$ cat config.mk
export PLATFORM = sky130hd
export DESIGN_NAME = wdt_keyed
export DESIGN_NICKNAME = d
export VERILOG_FILES = /design/src/rtl/wdt_pkg.sv /design/src/rtl/wdt_key_guard.sv /design/src/rtl/wdt_regs.sv /design/src/rtl/wdt_counter.sv /design/src/rtl/wdt_keyed.sv
export SDC_FILE = /design/constraint.sdc
export NUM_CORES = 1
export LEC_CHECK = 0
export CAP_MARGIN = 20
export CORE_MARGIN = 2
export CORE_UTILIZATION = 55
export DETAILED_ROUTE_END_ITERATION = 16
export PLACE_DENSITY = 0.83
export SLEW_MARGIN = 20
export SYNTH_ARGS = -nofsm -noshare
export SYNTH_HDL_FRONTEND = slang
export SYNTH_SLANG_ARGS = --single-unit
$ cat constraint.sdc
create_clock -name clk_i -period 2.7 [get_ports clk_i]
set_clock_uncertainty 0.15 [all_clocks]
set_input_delay 0.27 -clock clk_i [delete_from_list [all_inputs] [get_ports clk_i]]
set_output_delay 0.27 -clock clk_i [all_outputs]
set_load 0.03 [all_outputs]
$ cat src/rtl/wdt_pkg.sv
package wdt_pkg;

  // Width of the timeout select field.
  localparam int SEL_W = 3;

  // Maps a select code to the log2 of the timeout limit.
  function automatic int unsigned limit_log2(input logic [SEL_W-1:0] sel);
    int unsigned e;
    case (sel)
      3'd0:    e = 8;
      3'd1:    e = 10;
      3'd2:    e = 12;
      3'd3:    e = 14;
      3'd4:    e = 15;
      3'd5:    e = 16;
      3'd6:    e = 17;
      default: e = 18;
    endcase
    return e;
  endfunction

  // Flags register bit positions.
  localparam int FLAG_SW_BIT = 0;
  localparam int FLAG_TO_BIT = 1;

endpackage

$ cat src/rtl/wdt_key_guard.sv
module wdt_key_guard #(
  parameter int                 KEY_W  = 5,
  parameter logic [KEY_W-1:0]   KEY_A  = 5'b01010,
  parameter logic [KEY_W-1:0]   KEY_B  = 5'b10101,
  parameter int                 STAGES = 2
) (
  input  logic             clk_i,
  input  logic             rst_ni,
  input  logic [KEY_W-1:0] key_i,
  output logic             key_ok_o,
  output logic             fire_o,
  output logic             pulse_o
);

  logic [STAGES-1:0] sync_q;
  logic [STAGES-1:0] sync_d;
  logic              pulse_q;
  logic              pulse_d;
  logic              key_bad;

  assign key_ok_o = (key_i == KEY_A) || (key_i == KEY_B);
  assign key_bad  = ~key_ok_o;
  assign fire_o   = sync_q[STAGES-1];

  // The first stage samples the key check. A firing edge flushes the whole chain.
  always_comb begin
    sync_d[0] = fire_o ? 1'b0 : key_bad;
  end

  for (genvar g = 1; g < STAGES; g++) begin : g_chain
    always_comb begin
      sync_d[g] = fire_o ? 1'b0 : sync_q[g-1];
    end
  end

  always_comb begin
    pulse_d = fire_o;
  end

  always_ff @(posedge clk_i or negedge rst_ni) begin
    if (!rst_ni) begin
      sync_q  <= '0;
      pulse_q <= 1'b0;
    end else begin
      sync_q  <= sync_d;
      pulse_q <= pulse_d;
    end
  end

  assign pulse_o = pulse_q;

endmodule

$ cat src/rtl/wdt_regs.sv
module wdt_regs
  import wdt_pkg::*;
#(
  parameter int               KEY_W   = 5,
  parameter logic [KEY_W-1:0] KEY_RST = 5'b01010,
  parameter logic [SEL_W-1:0] SEL_RST = 3'b111,
  localparam int              DATA_W  = KEY_W + SEL_W
) (
  input  logic              clk_i,
  input  logic              rst_ni,
  input  logic              wr_en_i,
  input  logic              wr_addr_i,
  input  logic [DATA_W-1:0] wr_data_i,
  input  logic              fire_i,
  output logic [KEY_W-1:0]  key_o,
  output logic [SEL_W-1:0]  sel_o,
  output logic              swf_o
);

  logic [KEY_W-1:0] key_q, key_d;
  logic [SEL_W-1:0] sel_q, sel_d;
  logic             swf_q, swf_d;
  logic             ctl_we;
  logic             flg_we;

  assign ctl_we = wr_en_i && !wr_addr_i;
  assign flg_we = wr_en_i &&  wr_addr_i;

  always_comb begin
    key_d = key_q;
    sel_d = sel_q;
    swf_d = swf_q;
    if (fire_i) begin
      key_d = KEY_RST;
      swf_d = 1'b1;
    end else if (ctl_we) begin
      key_d = wr_data_i[KEY_W-1:0];
      sel_d = wr_data_i[DATA_W-1:KEY_W];
    end else if (flg_we && !wr_data_i[FLAG_SW_BIT]) begin
      swf_d = 1'b0;
    end
  end

  always_ff @(posedge clk_i or negedge rst_ni) begin
    if (!rst_ni) begin
      key_q <= KEY_RST;
      sel_q <= SEL_RST;
      swf_q <= 1'b0;
    end else begin
      key_q <= key_d;
      sel_q <= sel_d;
      swf_q <= swf_d;
    end
  end

  assign key_o = key_q;
  assign sel_o = sel_q;
  assign swf_o = swf_q;

endmodule

$ cat src/rtl/wdt_counter.sv
module wdt_counter
  import wdt_pkg::*;
#(
  parameter int CNT_W = 18
) (
  input  logic             clk_i,
  input  logic             rst_ni,
  input  logic             key_ok_i,
  input  logic             fire_i,
  input  logic             clr_i,
  input  logic             halt_i,
  input  logic             sleep_i,
  input  logic [SEL_W-1:0] sel_i,
  output logic [CNT_W-1:0] cnt_o,
  output logic             to_o,
  output logic             full_o,
  output logic             part_o
);

  localparam logic [CNT_W-1:0] CNT_ONE = CNT_W'(1);

  logic [CNT_W-1:0] cnt_q, cnt_d;
  logic [CNT_W:0]   span;
  logic [CNT_W-1:0] lim_m1;
  logic             to_q, to_d;
  logic             full_q, full_d;
  logic             part_q, part_d;
  logic             restart;
  logic             at_limit;

  // The last count value before overflow, taken from the select code.
  always_comb begin
    span   = {{CNT_W{1'b0}}, 1'b1} << limit_log2(sel_i);
    lim_m1 = span[CNT_W-1:0] - CNT_ONE;
  end

  assign restart  = clr_i || halt_i;
  assign at_limit = cnt_q >= lim_m1;

  always_comb begin
    cnt_d  = cnt_q;
    to_d   = to_q;
    full_d = 1'b0;
    part_d = 1'b0;
    if (fire_i) begin
      cnt_d = '0;
    end else if (restart) begin
      cnt_d = '0;
      to_d  = 1'b0;
    end else if (key_ok_i) begin
      if (at_limit) begin
        cnt_d  = '0;
        to_d   = 1'b1;
        full_d = !sleep_i;
        part_d = sleep_i;
      end else begin
        cnt_d = cnt_q + CNT_ONE;
      end
    end
  end

  always_ff @(posedge clk_i or negedge rst_ni) begin
    if (!rst_ni) begin
      cnt_q  <= '0;
      to_q   <= 1'b0;
      full_q <= 1'b0;
      part_q <= 1'b0;
    end else begin
      cnt_q  <= cnt_d;
      to_q   <= to_d;
      full_q <= full_d;
      part_q <= part_d;
    end
  end

  assign cnt_o  = cnt_q;
  assign to_o   = to_q;
  assign full_o = full_q;
  assign part_o = part_q;

endmodule

$ cat src/rtl/wdt_keyed.sv
module wdt_keyed
  import wdt_pkg::*;
#(
  parameter int               KEY_W   = 5,
  parameter logic [KEY_W-1:0] KEY_A   = 5'b01010,
  parameter logic [KEY_W-1:0] KEY_B   = 5'b10101,
  parameter logic [SEL_W-1:0] SEL_RST = 3'b111,
  parameter int               CNT_W   = 18,
  parameter int               STAGES  = 2,
  localparam int              DATA_W  = KEY_W + SEL_W
) (
  input  logic              clk_i,
  input  logic              rst_ni,
  input  logic              clr_i,
  input  logic              halt_i,
  input  logic              sleep_i,
  input  logic              wr_en_i,
  input  logic              wr_addr_i,
  input  logic [DATA_W-1:0] wr_data_i,
  input  logic              rd_addr_i,
  output logic [DATA_W-1:0] rd_data_o,
  output logic              rst_full_o,
  output logic              rst_part_o,
  output logic              to_o,
  output logic              swrst_flag_o
);

  logic [KEY_W-1:0] key_q;
  logic [SEL_W-1:0] sel_q;
  logic             swf_q;
  logic             key_ok;
  logic             fire;
  logic             fire_pulse;
  logic [CNT_W-1:0] cnt_q;
  logic             to_q;
  logic             ovf_full;
  logic             ovf_part;
  logic [DATA_W-1:0] flag_word;

  wdt_regs #(
    .KEY_W  (KEY_W),
    .KEY_RST(KEY_A),
    .SEL_RST(SEL_RST)
  ) u_regs (
    .clk_i    (clk_i),
    .rst_ni   (rst_ni),
    .wr_en_i  (wr_en_i),
    .wr_addr_i(wr_addr_i),
    .wr_data_i(wr_data_i),
    .fire_i   (fire),
    .key_o    (key_q),
    .sel_o    (sel_q),
    .swf_o    (swf_q)
  );

  wdt_key_guard #(
    .KEY_W (KEY_W),
    .KEY_A (KEY_A),
    .KEY_B (KEY_B),
    .STAGES(STAGES)
  ) u_guard (
    .clk_i   (clk_i),
    .rst_ni  (rst_ni),
    .key_i   (key_q),
    .key_ok_o(key_ok),
    .fire_o  (fire),
    .pulse_o (fire_pulse)
  );

  wdt_counter #(
    .CNT_W(CNT_W)
  ) u_cnt (
    .clk_i   (clk_i),
    .rst_ni  (rst_ni),
    .key_ok_i(key_ok),
    .fire_i  (fire),
    .clr_i   (clr_i),
    .halt_i  (halt_i),
    .sleep_i (sleep_i),
    .sel_i   (sel_q),
    .cnt_o   (cnt_q),
    .to_o    (to_q),
    .full_o  (ovf_full),
    .part_o  (ovf_part)
  );

  always_comb begin
    flag_word              = '0;
    flag_word[FLAG_SW_BIT] = swf_q;
    flag_word[FLAG_TO_BIT] = to_q;
  end

  assign rd_data_o    = rd_addr_i ? flag_word : {sel_q, key_q};
  assign rst_full_o   = fire_pulse | ovf_full;
  assign rst_part_o   = ovf_part;
  assign to_o         = to_q;
  assign swrst_flag_o = swf_q;

endmodule

; Word level (Yosys, flattened, before mapping)
; Index checks and enable logic that the tools add are counted.
; Widths: inputs -> output; s select.
[word_totals]
input_bits = 16
output_inout_bits = 12
ff_bits = 33
elab_cells = 66
[classes]
bitwise = 3
add_sub_neg = 2
n_eq_ne = 9
n_reduce_logical = 17
order_cmp = 1
mux = 24
shifts = 1
[ops]
columns = operator, n
row1 = $mux 18, 4
row2 = $pmux 5 s7, 1
row3 = $add 18x1->18 const B, 1
row4 = $ge 18x18->1, 1
row5 = $shl 1x5->18 const A, 1
row6 = $sub 18x1->18 const B, 1
row7 = $mux 1, 16
row8 = $mux 5, 2
row9 = $eq 3x3->1 const B, 3
row10 = $mux 8, 1
row11 = $reduce_bool 2->1, 4
row12 = $eq 3x2->1 const B, 2
row13 = $eq 5x4->1 const B, 1
row14 = $eq 5x5->1 const B, 1
row15 = $reduce_and 2->1, 2
row16 = $eq 3x1->1 const B, 1
row17 = $logic_and 1x1->1, 3
row18 = $logic_not 1->1, 3
row19 = $logic_not 3->1, 1
row20 = $reduce_and 3->1, 1
row21 = $reduce_bool 3->1, 1
row22 = $logic_or 1x1->1, 2
row23 = $ne 2x1->1 const B, 1
row24 = $not 1->1, 2
row25 = $or 1x1->1, 1

; Depth between registers and ports, before layout
[depth]
ltp_word = 9
depth_mapped = 9

; Cells and area by module
; From an unflattened synthesis, not the netlist that was laid out.
[unflattened]
hier_cells = 229
hier_area_um2 = 2154.6
[modules_own_cells]
columns = module, n_inst, area_per_inst_um2, cells_each, seq_area_each_um2
row1 = wdt_counter, 1, 1544.0, 182, 525.5
row2 = wdt_regs, 1, 401.6, 30, 231.5
row3 = wdt_key_guard, 1, 127.6, 8, 75.1
row4 = wdt_keyed, 1, 81.3, 9, 0.0

; Worst setup path before layout
; Ideal clock, no wire load.
[synth_timing]
path_type = register -> register
start = register u_regs.sel_q[2], in the netlist u_regs.sel_o[2]
end = register u_cnt.cnt_q[10], in the netlist u_cnt.cnt_o[10]
setup_ps = 80
arrival_time_ps = 2185
required_ps = 2470
setup_slack_ps = 284
path_stages_with_launch = 10
path_cell_list = dfstp_2 clkbuf_1 o21ai_0 ha_1 a21oi_1 o21a_1 clkbuf_1 clkbuf_1 nand4_1 o211ai_2
[synth_between]
elab_chain_len = 9
elab_cells_between_ends = 15
cone_classes = add/sub: 1 / order compare: 1 / eq/ne: 6 / shift: 1 / mux: 5 / reduce/logical: 1
[synth_rtl]
columns = item, line
row1 = from (decl), wdt_regs.sv:21  ; logic [SEL_W-1:0] sel_q, sel_d;
row2 = from (signal assigned), wdt_regs.sv:51  ; sel_q <= sel_d;
row3 = $eq 3x3->1 (tied with other cells), wdt_pkg.sv:9  ; case (sel)
row4 = $pmux 5 s7 (*), wdt_pkg.sv:9
row5 = $shl 1x5->18 (*), wdt_counter.sv:33  ; span = {{CNT_W{1'b0}}, 1'b1} << limit_log2(sel_i);
row6 = $sub 18x1->18 (*), wdt_counter.sv:34  ; lim_m1 = span[CNT_W-1:0] - CNT_ONE;
row7 = $ge 18x18->1 (*), wdt_counter.sv:38  ; assign at_limit = cnt_q >= lim_m1;
row8 = $mux 18 (*), wdt_counter.sv:51  ; if (at_limit) begin
row9 = $mux 18 (*), wdt_counter.sv:50  ; end else if (key_ok_i) begin
row10 = $mux 18 (*), wdt_counter.sv:47  ; end else if (restart) begin
row11 = $mux 18 (*), wdt_counter.sv:45  ; if (fire_i) begin
row12 = to (signal assigned), wdt_counter.sv:69  ; cnt_q <= cnt_d;
row13 = to (decl), wdt_counter.sv:22  ; logic [CNT_W-1:0] cnt_q, cnt_d;
; Every way passes the cells marked *; elsewhere a longest branch is shown, timed or not. The select of a mux whose other input is x is not followed.
; A chain may end at the register's enable or synchronous reset.

; Worst setup path after layout
[layout_timing]
start = register u_regs.sel_q[1], in the netlist u_regs.sel_o[1]
end = register u_cnt.cnt_q[13], in the netlist u_cnt.cnt_o[13]
; Same word-level chain as after synthesis.

==> flow_metrics.py <==
metrics = {
    "status": {
        "outcome": "completed",
    },
    "sta": {
        "setup_viol": 0,
        "finalHoldViolations": 0,
        "finalCriticalPeriod_ps": 2460,
        "finalCritPeriodShare_pct": 91.0,
        "tns_ps": 0,
        "maxSlewViolCount": 0,
        "fmax_mhz": 407,
        "whs_ps": 234,
        "rsz0062_at_grt": "no",
    },
    "detailed_routing": {
        "remaining_drc_errors": 0,
        "drtPass1Iterations": 4,
        "vias_per_cell": 5.83,
        "routed_wl_um": 4930,
        "routedWlPerCell_um": 15.1,
        "antenna_left": 0,
        "vias": 1906,
        "drt_iter0_markers": 88,
    },
    "cts": {
        "cts_setup_buffers": 0,
        "htreeDepth": 2,
        "cts.clk_slew.worst_paths_ps": 70,
        "cts.sinks": 33,
        "cts_max_path_buffers": 2,
        "cts_tree": "built",
        "cts_buffers": 5,
        "root_buffer": "clkbuf_8",
        "insertion_delay_ps": 290,
    },
    "synthesis": {
        "yosysSeqAreaShare_pct": 37.3,
        "synthArstFlopShare_pct": 100,
        "syn_area_sq_um": 2230,
        "netlist.area_leader.share_pct": 31.4,
        "ys_types": 45,
        "syn_inst": 247,
        "ys_ff_latch": 33,
        "synth_top_area_cell": "dfrtp_1",
        "syn_area_per_cell_sq_um": 9.03,
        "yosys-top-cells-area": "dfrtp_1, ha_1, nand4_1, nand2_1, dfstp_2",
        "synth-edff-count": 0,
        "synth_ff_type": "dfrtp_1",
        "ys_warn_count": 0,
    },
    "floorplanning": {
        "fp.dieH_um": 67.7,
        "boundaryPins": 28,
        "core_area_sq_um": 3940,
        "start_util_pct": 56.6,
        "die-area_sq_um": 4580,
        "rows": 23,
        "die_w_um": 67.7,
    },
    "setup_path": {
        "path_depth": 8,
        "arrival_ps": 2470,
        "endpoint_kind": "flop",
        "crit_slowest_cell": "dfstp_2",
        "cp_max_fo": 13,
        "startpoint": "u_regs.sel_o[1]",
        "critPathMaxStageDelay_ps": 600,
        "critical_path_required_ps": 2720,
        "rr_worst_depth": 8,
        "r2r-end": "u_cnt.cnt_o[13]",
        "path_delay_family": "simple AND/OR/NAND/NOR gates",
        "cp_common_cell": "nand4_1",
        "critPathLaunchType": "flop",
        "r2r_start": "u_regs.sel_o[1]",
        "endpoint": "u_cnt.cnt_o[13]",
        "cp_cell_sequence": "a21oi_1 > ha_1 > nand4_1 > nor4_2 > o21bai_2 > buf_4 > nand4_1 > o211ai_2",
        "critPathBufInv": 1,
        "critPathKind": "reg -> reg",
        "r2r_slack_ps": 240,
    },
    "place": {
        "dp_cells": 319,
        "gp_congestion": 0.853,
        "dpl.hpwl_um": 3530,
        "io_buffers": 27,
    },
    "grt": {
        "grt_pass1_wl_um": 8350,
        "grt_pass1_vias": 1782,
        "grt_overflow": 0,
        "grt_max_degree": 34,
        "grt_util_all_layers_pct": 24.6,
        "antenna_found_initial": 0,
    },
    "worst_hold_path": {
        "min_path_type": "in -> async",
    },
    "final_layout": {
        "antenna_cells": 0,
        "final_cells": 327,
        "nNetsFinal": 307,
        "drive_gt1_share_pct": 14.1,
        "syn2layout_area_growth_pct": 19.4,
        "layout_commonest_cell": "nand2_1",
        "mostFrequentLayoutCells": "nand2_1, dfrtp_1, clkdlybuf4s50_1",
        "fill_cells": 317,
    },
    "power": {
        "p_per_area_nw_per_um2": 656,
        "peakVddDrop_uv": 434,
        "p_leak_uw": 0.00114,
    },
    "job": {
        "drv_cap": 0,
    },
}
[how the worst min path moves through the flow]
stage                      startpoint                end
floorplan                      rst_ni     u_cnt.cnt_o[0]
global placement    u_guard.sync_q[0]  u_guard.sync_q[1]
detailed placement  u_guard.sync_q[0]  u_guard.sync_q[1]
CTS                            rst_ni    u_cnt.cnt_o[17]
global route                   rst_ni    u_regs.key_o[4]
finish                         rst_ni    u_regs.key_o[4]
[through the flow]
step / utilization (%) / area, sq um / setup WS (ps) / total power, uW
after floorplan: - / 2240 / 284 / 1070
after global placement: 64.4 / 2540 / 267 / 1250
after detailed placement: 64.4 / 2540 / 228 / 1270
after CTS: 67.4 / 2660 / 183 / 1760
after global routing: 67.5 / 2660 / 27.2 / 1860
final: 67.5 / 2660 / 244 / 1750
[timing repair]
| item | CTS | global route |
|---|---|---|
| hold endpoints to repair | 0 | 0 |
| setup endpoints to repair | 0 | 2 |
| hold buffers | 0 | 0 |
| resized for setup | 0 | 1 |
[cells by family after synthesis]
kind of cell	after synthesis	share of synthesized area (%)
simple gates	128	30.4
compound gates	41	14.6
flops	33	37.3
buf+inv	20	4.71
fa+ha+maj	15	8.42
mux	8	3.98
other cells	1	0.168
xor+xnor	1	0.393
[sequential cells by signal, indices dropped and copies added, names as in the netlist]
register / cells
u_cnt.cnt_o: 18
u_cnt.full_o: 1
u_cnt.part_o: 1
u_cnt.to_o: 1
u_guard.pulse_o: 1
u_guard.sync_q: 2
u_regs.key_o: 5
u_regs.sel_o: 3
u_regs.swf_o: 1
[layer usage]
metal	part of all wire [%]	vias to the layer above	GRT usage [%]
met5	0	-	0
met1	47	914	35.5
met3	4.4	6	5.83
met4	1.3	0	8.42
met2	47	37	36.2
li1	-	949	-
[final cells by class]
class / instances / area (sq um) / share of cell area (%)
Timing Repair Buffer: 34 / 323 / 12.1
Sequential cell: 33 / 832 / 31.3
Tap cell: 50 / 62.6 / 2.35
Clock buffer: 7 / 86.3 / 3.24
Multi-Input combinational cell: 196 / 1310 / 49.1
Clock inverter: 1 / 30.0 / 1.13
Inverter: 6 / 22.5 / 0.846
[synth_stat cells, drive strengths merged (2+ instances only)]
cell type  number
a211o           2
inv             6
a31oi           2
nor2b          10
dfrtp          28
nand2          38
buf             8
nor3            7
o211ai         13
dfstp           5
ha             15
mux2i           4
and4bb          2
and3            4
clkbuf          6
nand4          23
and4            2
nand2b          3
nor2           19
mux2            4
nand3          11
a21oi           7
o21ai          12
or2             2
[where the power goes]
part / switching (uW) / internal (uW) / leakage [uW]
Combinational: 334 / 258 / 0.000651
Sequential: 78.4 / 593 / 0.000433
Clock: 182 / 301 / 0.0000585
(Power assumes the default switching activity.)
